==> config.mk <==
export PLATFORM = sky130hd
export DESIGN_NAME = hdlc_slot_gate
export DESIGN_NICKNAME = d
export VERILOG_FILES = /design/src/rtl/hdlc_gate_pkg.sv /design/src/rtl/hgate_link_select.sv /design/src/rtl/hgate_bit_match.sv /design/src/rtl/hdlc_slot_gate.sv
export SDC_FILE = /design/constraint.sdc
export NUM_CORES = 1
export LEC_CHECK = 0
export BUFFER_PORTS_ARGS = -buffer_cell sky130_fd_sc_hd__buf_4
export CORE_AREA = 5 5 42 44
export DETAILED_ROUTE_END_ITERATION = 10
export DIE_AREA = 0 0 47 49
export SLEW_MARGIN = 10
export SYNTH_ARGS = -nofsm -noshare
export SYNTH_HDL_FRONTEND = slang
export SYNTH_HIERARCHICAL = 1
export SYNTH_SLANG_ARGS = --single-unit
==> constraint.sdc <==
create_clock -name clk -period 2.5 [get_ports clk]
set_input_delay 0.25 -clock clk [delete_from_list [all_inputs] [get_ports clk]]
set_output_delay 0.25 -clock clk [all_outputs]
set_load 0.02 [all_outputs]
==> src/rtl/hdlc_gate_pkg.sv <==
`timescale 1ns/1ps
package hdlc_gate_pkg;
  localparam int TS_W     = 5;
  localparam int BIT_W    = 3;
  localparam int FRM_W    = 5;
  localparam int SA_N     = 5;
  localparam int SA_FIRST = 3;
  localparam int LSB_POS  = 7;

  typedef enum logic [1:0] {
    LINK_NONE = 2'd0,
    LINK_SLOT = 2'd1,
    LINK_FDL  = 2'd2,
    LINK_SA   = 2'd3
  } link_t;

  // Spare-bit lookup: bit_pos SA_FIRST+k is usable when mask[k] is set.
  function automatic logic sa_bit_pick(input logic [BIT_W-1:0] pos,
                                       input logic [SA_N-1:0] mask);
    logic r;
    r = 1'b0;
    for (int k = 0; k < SA_N; k++)
      if (pos == BIT_W'(SA_FIRST + k)) r = mask[k];
    return r;
  endfunction

  // T1 octet bit kept at the chosen rate (56k drops the last bit).
  function automatic logic t1_bit_kept(input logic rate64,
                                       input logic [BIT_W-1:0] pos);
    return rate64 | (pos != BIT_W'(LSB_POS));
  endfunction
endpackage

==> src/rtl/hgate_link_select.sv <==
`timescale 1ns/1ps
module hgate_link_select
  import hdlc_gate_pkg::*;
#(
  parameter bit CTRL_ZERO   = 1'b1,
  parameter int T1_CHANNELS = 24,
  parameter int PHANTOM_SEL = 31
) (
  input  logic            e1_mode,
  input  logic            esf_mode,
  input  logic            ch_enable,
  input  logic [TS_W-1:0] ch_select,
  input  logic [SA_N-1:0] sa_enable,
  output link_t           link_kind
);
  logic fdl_ok, sa_ok;

  generate
    if (CTRL_ZERO) begin : g_ctrl0
      assign fdl_ok = esf_mode;
      assign sa_ok  = |sa_enable;
    end else begin : g_other
      assign fdl_ok = esf_mode & 1'b0;
      assign sa_ok  = (|sa_enable) & 1'b0;
    end
  endgenerate

  always_comb begin
    link_kind = LINK_NONE;
    if (ch_enable) begin
      if (e1_mode) begin
        if (ch_select != '0) link_kind = LINK_SLOT;
        else if (sa_ok)      link_kind = LINK_SA;
      end else begin
        if (ch_select < TS_W'(T1_CHANNELS))
          link_kind = LINK_SLOT;
        else if (ch_select == TS_W'(PHANTOM_SEL) && fdl_ok)
          link_kind = LINK_FDL;
      end
    end
  end
endmodule

==> src/rtl/hgate_bit_match.sv <==
`timescale 1ns/1ps
module hgate_bit_match
  import hdlc_gate_pkg::*;
(
  input  logic             clk,
  input  logic             rst_n,
  input  link_t            link_kind,
  input  logic             e1_mode,
  input  logic             fbit_slot,
  input  logic             rate_64k,
  input  logic [TS_W-1:0]  timeslot,
  input  logic [BIT_W-1:0] bit_pos,
  input  logic             frame_odd,
  input  logic [TS_W-1:0]  ch_select,
  input  logic [SA_N-1:0]  sa_enable,
  output logic             hit
);
  logic slot_hit, fdl_hit, sa_hit;

  assign slot_hit = (e1_mode || !fbit_slot) && (timeslot == ch_select) &&
                    (e1_mode || t1_bit_kept(rate_64k, bit_pos));
  assign fdl_hit  = fbit_slot && frame_odd;
  assign sa_hit   = (timeslot == '0) && frame_odd &&
                    sa_bit_pick(bit_pos, sa_enable);

  always_comb begin
    unique case (link_kind)
      LINK_SLOT: hit = slot_hit;
      LINK_FDL:  hit = fdl_hit;
      LINK_SA:   hit = sa_hit;
      default:   hit = 1'b0;
    endcase
  end

  // at 56 kb/s the last octet bit never qualifies
  a_r4_lsb_dropped: assert property (@(posedge clk) disable iff (!rst_n)
    (hit && !e1_mode && link_kind == LINK_SLOT && !rate_64k) |->
      (bit_pos != BIT_W'(LSB_POS)));

  // data-link hits only on odd-frame framing bits
  a_r6_fdl_on_fbit: assert property (@(posedge clk) disable iff (!rst_n)
    (hit && link_kind == LINK_FDL) |-> (fbit_slot && frame_odd));

  // spare-bit hits only in timeslot 0 of odd frames, positions 3..7
  a_r8_sa_window: assert property (@(posedge clk) disable iff (!rst_n)
    (hit && link_kind == LINK_SA) |->
      (timeslot == '0 && frame_odd && bit_pos >= BIT_W'(SA_FIRST)));

  // T1 timeslot hits never land on a framing bit
  a_r3_no_fbit: assert property (@(posedge clk) disable iff (!rst_n)
    (hit && !e1_mode && link_kind == LINK_SLOT) |-> !fbit_slot);
endmodule

==> src/rtl/hdlc_slot_gate.sv <==
`timescale 1ns/1ps
module hdlc_slot_gate
  import hdlc_gate_pkg::*;
#(
  parameter bit CTRL_ZERO   = 1'b1,
  parameter int T1_CHANNELS = 24,
  parameter int PHANTOM_SEL = 31,
  parameter int T1_FRAMES   = 24,
  parameter int E1_FRAMES   = 16
) (
  input  logic             clk,
  input  logic             rst_n,
  input  logic             bit_strobe,
  input  logic             e1_mode,
  input  logic             esf_mode,
  input  logic             fbit_slot,
  input  logic [TS_W-1:0]  timeslot,
  input  logic [BIT_W-1:0] bit_pos,
  input  logic [FRM_W-1:0] frame_num,
  input  logic             ch_enable,
  input  logic [TS_W-1:0]  ch_select,
  input  logic             rate_64k,
  input  logic [SA_N-1:0]  sa_enable,
  output logic             data_valid,
  output logic             irq_mask
);
  link_t link_kind;
  logic  bit_hit;
  logic  not_connected;

  hgate_link_select #(
    .CTRL_ZERO(CTRL_ZERO), .T1_CHANNELS(T1_CHANNELS), .PHANTOM_SEL(PHANTOM_SEL)
  ) u_sel (
    .e1_mode(e1_mode), .esf_mode(esf_mode), .ch_enable(ch_enable),
    .ch_select(ch_select), .sa_enable(sa_enable), .link_kind(link_kind)
  );

  hgate_bit_match u_match (
    .clk(clk), .rst_n(rst_n), .link_kind(link_kind), .e1_mode(e1_mode),
    .fbit_slot(fbit_slot), .rate_64k(rate_64k), .timeslot(timeslot),
    .bit_pos(bit_pos), .frame_odd(frame_num[0]), .ch_select(ch_select),
    .sa_enable(sa_enable), .hit(bit_hit)
  );

  assign not_connected = (link_kind == LINK_NONE);

  always_ff @(posedge clk) begin
    if (!rst_n) begin
      data_valid <= 1'b0;
      irq_mask   <= 1'b1;
    end else begin
      data_valid <= bit_strobe & bit_hit;
      irq_mask   <= not_connected;
    end
  end

  // a strobe out always follows a strobe in
  a_r2_needs_strobe: assert property (@(posedge clk) disable iff (!rst_n)
    data_valid |-> $past(bit_strobe));

  // masked controller never sees data
  a_r10_mask_excludes_valid: assert property (@(posedge clk) disable iff (!rst_n)
    irq_mask |-> !data_valid);

  // a disabled connection is masked on the next cycle
  a_r11_disable_masks: assert property (@(posedge clk) disable iff (!rst_n)
    (!ch_enable && bit_hit == 1'b0) |=> irq_mask);

  // framing supplies frame numbers inside the multiframe
  a_r6_frame_in_range: assert property (@(posedge clk) disable iff (!rst_n)
    bit_strobe |-> (e1_mode ? (frame_num < FRM_W'(E1_FRAMES))
                            : (frame_num >= FRM_W'(1) &&
                               frame_num <= FRM_W'(T1_FRAMES))));
endmodule

* Yosys cells after proc, flatten, opt, wreduce, memory -nomap -nowiden
Index checks and enable logic that the tools add are counted.
** Word-level totals
- Bits in registers :: 2
- Input port bits :: 31
- Output and inout port bits :: 2
- Logic and storage cells :: 41
** Operators by class
- Order comparisons :: 1
- Eq/ne operators :: 11
- Multiplexer cells :: 12
- Bitwise operators :: 2
- Reductions and logical operators :: 13
** Operators by type and width (number)
- $eq A3 B3 Y1 const B :: 4
- $mux W2 :: 6
- $logic_and A1 B1 Y1 :: 6
- $eq A5 B5 Y1 :: 1
- $eq A5 B5 Y1 const B :: 1
- $logic_not A5 Y1 :: 1
- $lt A5 B5 Y1 const B :: 1
- $mux W1 :: 5
- $reduce_bool A5 Y1 :: 1
- $reduce_or A5 Y1 :: 1
- $eq A2 B2 Y1 const B :: 2
- $eq A3 B2 Y1 const B :: 1
- $ne A3 B3 Y1 const B :: 1
- $pmux W1 S3 :: 1
- $eq A2 B1 Y1 const B :: 1
- $logic_not A2 Y1 :: 1
- $logic_or A1 B1 Y1 :: 2
- $and A1 B1 Y1 :: 1
- $logic_not A1 Y1 :: 1
- $or A1 B1 Y1 :: 1

* Logic depth before layout (Yosys ltp)
- Word-level depth :: 9
- Depth in mapped cells :: 8
- Gate-level depth less buffers :: 8

* Cells and area by module
The synthesis kept the hierarchy.
** Modules (own cells, without submodules)
- hgate_bit_match :: times used 1, cells an instance 24, area an instance 171.4 um^2, seq. area each 0.0 um^2
- hgate_link_select :: times used 1, cells an instance 11, area an instance 67.6 um^2, seq. area each 0.0 um^2
- hdlc_slot_gate :: times used 1, cells an instance 4, area an instance 51.3 um^2, seq. area each 40.0 um^2

* Least setup slack after synthesis
Ideal clock, no wire load.
- Path type :: input-to-reg
- From :: input port sa_enable[0]
- To :: register data_valid
- Library setup time :: 116 ps
- Data arrival time :: 1472 ps
- Required time :: 2384 ps
- Slack :: 913 ps
- Stages :: 7
- Path buffers :: 0
- Cells stage by stage :: or4_1 nor2_2 a31oi_1 nor3b_1 o211ai_1 o211ai_1 and3_1
** Between the ends
- Longest elaborated chain between the ends :: 8
- Elaborated cells on any way between the ends :: 16
- Classes of those cells :: eq/ne: 3; mux: 10; bitwise: 1; reduce/logical: 2
** Ends and longest elaborated chain
- start: declaration :: RTL line hdlc_slot_gate.sv:23 : input logic [SA_N-1:0] sa_enable,
- $reduce_or A5 Y1 * :: RTL line hgate_link_select.sv:21 : assign sa_ok = |sa_enable;
- $mux W2 * :: RTL line hgate_link_select.sv:33 : else if (sa_ok) link_kind = LINK_SA;
- $mux W2 * :: RTL line hgate_link_select.sv:32 : if (ch_select != '0) link_kind = LINK_SLOT;
- $mux W2 * :: RTL line hgate_link_select.sv:31 : if (e1_mode) begin
- $mux W2 * :: RTL line hgate_link_select.sv:30 : if (ch_enable) begin
- net link_kind[0] :: RTL line hdlc_slot_gate.sv:27 : link_t link_kind;
- $eq A2 B2 Y1 / $eq A2 B1 Y1 (equally long branches) :: RTL line hgate_bit_match.sv:27 : unique case (link_kind)
- $pmux W1 S3 * :: RTL line hgate_bit_match.sv:27
- net bit_hit :: RTL line hdlc_slot_gate.sv:28 : logic bit_hit;
- $and A1 B1 Y1 * :: RTL line hdlc_slot_gate.sv:52 : data_valid <= bit_strobe & bit_hit;
- end signal: assignment :: RTL line hdlc_slot_gate.sv:52
- end: declaration :: RTL line hdlc_slot_gate.sv:24 : output logic data_valid,
The timed path passes the listed nets; every way through them passes the cells marked *.
A chain may end at the register's enable or synchronous reset.

* Worst setup path after layout
- From :: input port ch_select[4]
- To :: register data_valid
** Between the ends
- Longest elaborated chain between the ends :: 9
- Elaborated cells on any way between the ends :: 17
- Classes of those cells :: order compare: 1; eq/ne: 5; mux: 6; bitwise: 1; reduce/logical: 4
** Ends and longest elaborated chain
- start: declaration :: RTL line hdlc_slot_gate.sv:21 : input logic [TS_W-1:0] ch_select,
- branches (longest 4 deep; another with $lt A5 B5 Y1)
- $mux W2 * :: RTL line hgate_link_select.sv:31
- $mux W2 * :: RTL line hgate_link_select.sv:30
- net link_kind[1] :: RTL line hdlc_slot_gate.sv:27
- $eq A2 B2 Y1 / $eq A2 B1 Y1 (equally long branches) :: RTL line hgate_bit_match.sv:27
- $pmux W1 S3 * :: RTL line hgate_bit_match.sv:27
- net bit_hit :: RTL line hdlc_slot_gate.sv:28
- $and A1 B1 Y1 * :: RTL line hdlc_slot_gate.sv:52
Mark *: on every way through the listed nets, which the timed path passes.

==> qor.csv <==
stage,metric,value,unit
pwr,Sw Ratio,25.37,%
detailed_routing,DR iter-0 viols,1,
outcome,outcome,"complete, no violations",
cts,Clock Tree Buf Depth,2,
setup_path,CP startpoint kind,primary input,
timing,Least-Margin Pin Slew,0.3878,ns
floorplan,Die H,49,µm
final_layout,Syn-to-layout area delta,87.07,%
min_path,Hold Crit Class,primary input to flop,
run,max_cap viols,0,
timing,fin. max-slew vios,0,
detailed_routing,total routed wirelength,987,µm
detailed_routing,remaining antenna violation count,0,
pwr,power share of the clock group,41.3,%
final_layout,most frequent cells in the layout,"buf_4 (28), xor2_1 (5), clkbuf_4 (3), nand3_1 (3), nand2_1 (3)",
timing,Max Freq,0.5843,GHz
setup_path,Worst Path Arrival,1.87,ns
timing,Tmin final,1.712,ns
setup_path,CP max FO,4,
global_routing,largest net degree at the start of global routing,6,
final_layout,register area,40.04,µm²
detailed_routing,vias per inst,4.744,
synth,syn avg cell area,7.443,µm²
place,DP HPWL,880,µm
timing,Relative slew margins,73.78,%
detailed_routing,vias,408,
floorplan,Initial Util,20.71,%
timing,Setup TNS Final,0,ns
detailed_routing,Detailed Routing Iterations Pass 1,2,
place,dpl cells,83,
cts,CTS H-tree depth,1,
floorplan,row count,14,
cts,Num Clock Sinks,2,
detailed_routing,drt wl/cell,11.48,µm
pwr,"IR drop worst, VDD",0.08110,mV
cts,TritonCTS clock tree,built,
final_layout,multi-input logic area,242.7,µm²
pwr,Cell Int Power,0.0001245,W
synth,Yosys reg bits,2,
timing,unrepaired setup endpoints after global routing,false,
synth,post-synthesis cell count,39,
place,placer's final routability congestion estimate,0.7031,
place,IO Port Bufs,28,
setup_path,Critical Path End Type,flop,
global_routing,initial antenna violation count,0,
pwr,PwrDens,307.2,nW/µm²
final_layout,fin util,38.75,%
synth,syn nets,70,
global_routing,first-pass GRT wire length,1593,µm
pwr,Leak,0.2471,nW
cts,CTS Buf Count,3,
global_routing,vias in the first global route,423,
setup_path,crit path to,data_valid$_SDFF_PN0_,
timing,Final Cycle Share,68.46,%
pwr,Switching Power,0.00004232,W
pwr,power share of the sequential group,20.0,%
synth,Syn. warnings,6,
synth,sequential area share after synthesis,13.79,%
final_layout,ratio of cells with drive above 1 in the final layout,47.14,%
floorplan,Die W,47,µm
final_layout,number of fill cells,165,
synth,synthesized cell area,290.3,µm²
final_layout,ANT cells,0,
timing,Final setup viols,0,
final_layout,"commonest non-fill, non-tap cell in the layout",buf_4,
pwr,combinational power share,38.6,%
cts,Root Driver,clkbuf_4,
setup_path,crit path launch,ch_select[4],
synth,Yosys cell types,24,
setup_path,CP required,2.66,ns
global_routing,GRT Total Usage,9.270,%
cts,hold buffers post-CTS,0,
cts,CTS resizes,0,
floorplan,DIE AREA,2303,µm²
floorplan,total core area,1401,µm²
timing,final hold violation count,0,
detailed_routing,post-route DRC violation count,0,
final_layout,nets,103,
floorplan,io pins,33,
setup_path,crit path kind,primary input to flop,
final_layout,Layout Cells excl Fill,86,
global_routing,Overflow after GRT,0,
cts,Clock transition at path regs,0.03,ns
cts,Post-CTS Setup Inserts,0,
==> logic make-up after synthesis <==
kind of cell,count (synthesis),synth area share (%)
AND/OR/NAND/NOR,21,46.56
flip-flops,2,13.79
multiplexers,1,3.448
XOR/XNOR,5,15.09
AO/OA/AOI/OAI,8,18.53
buffers and inverters,2,2.587
==> power groups by stage <==
stage               Sequential, W  Clock [W]  Combinational, W
floorplan               0.0000352          0         0.0000189
CTS                     0.0000334  0.0000734         0.0000649
finish                  0.0000334  0.0000689         0.0000644
global route            0.0000334  0.0000765         0.0000712
global placement        0.0000338          0         0.0000642
detailed placement      0.0000338          0         0.0000648
==> sequential cells by signal, indices dropped and copies added (netlist names) <==
| name | count |
|---|---|
| data_valid | 1 |
| irq_mask | 1 |
==> metal layers <==
layer | GRT usage (%) | routed length (µm)
met2 | 14.25 | 501
met3 | 2.583 | 111
met4 | 5.530 | 0
met1 | 10.89 | 374
met5 | 0 | 0
==> worst max-delay path: stages <==
cell and delay [ns]:
buf_4 0.12, nor4b_1 0.40, nand3_1 0.13, o2bb2ai_1 0.32, nand2_1 0.09, nor3_1 0.14
nand3_1 0.09, o211ai_1 0.16, and3_1 0.17
==> through the flow <==
| stage | setup slack (ns) | power (W) | cell area (µm²) | hold slack (ns) |
|---|---|---|---|---|
| after floorplan | 0.9126 | 0.00005410 | 290.3 | 0.3300 |
| after global placement | 0.5992 | 0.00009798 | 520.5 | 0.4400 |
| after detailed placement | 0.5569 | 0.00009856 | 520.5 | 0.4406 |
| after CTS | 0.7836 | 0.0001717 | 543.0 | 0.2049 |
| after global routing | 0.5692 | 0.0001812 | 543.0 | 0.2128 |
| final | 0.7885 | 0.0001668 | 543.0 | 0.2115 |
==> synth_stat cells <==
| cell type | instances | area (µm²) |
|---|---|---|
| nor4_2 | 1 | 12.51 |
| nor2_1 | 2 | 7.510 |
| nand4b_1 | 2 | 17.52 |
| nor2_2 | 1 | 6.260 |
| mux2i_1 | 1 | 10.01 |
| dfxtp_1 | 2 | 40.04 |
| nand3b_1 | 2 | 15.01 |
| nor4b_1 | 2 | 17.52 |
| nand3_1 | 3 | 15.01 |
| or4_1 | 1 | 7.510 |
| inv_1 | 2 | 7.510 |
| o2bb2ai_1 | 1 | 8.760 |
| o211ai_1 | 2 | 15.01 |
| o21ai_0 | 1 | 5.000 |
| a41oi_1 | 1 | 8.760 |
| a31oi_1 | 1 | 6.260 |
| o21ai_1 | 1 | 5.000 |
| a21oi_1 | 1 | 5.000 |
| nand2_1 | 3 | 11.26 |
| and3_1 | 1 | 6.260 |
| nor3_1 | 1 | 5.000 |
| nand4_1 | 1 | 6.260 |
| nor3b_1 | 1 | 7.510 |
| xor2_1 | 5 | 43.79 |
==> cell type report <==
class                   instances  share of cell area [%]
clock buffers                   3                   4.147
inverters                       2                   1.382
multi-input cells              35                   44.70
flip-flops and latches          2                   7.373
well taps                      16                   3.687
repair buffers                 28                   38.71
==> worst min-delay path by stage <==
| stage | from | to | slack (ns) | cells after the start |
|---|---|---|---|---|
| final | rst_n | irq_mask$_SDFF_PN1_ | 0.21 | 2 |
| after global routing | rst_n | irq_mask$_SDFF_PN1_ | 0.21 | 2 |
| after CTS | rst_n | irq_mask$_SDFF_PN1_ | 0.20 | 2 |
| after detailed placement | rst_n | irq_mask$_SDFF_PN1_ | 0.44 | 2 |
| after global placement | rst_n | irq_mask$_SDFF_PN1_ | 0.44 | 2 |
| after floorplan | rst_n | irq_mask$_SDFF_PN1_ | 0.33 | 1 |
(Power assumes the default switching activity.)
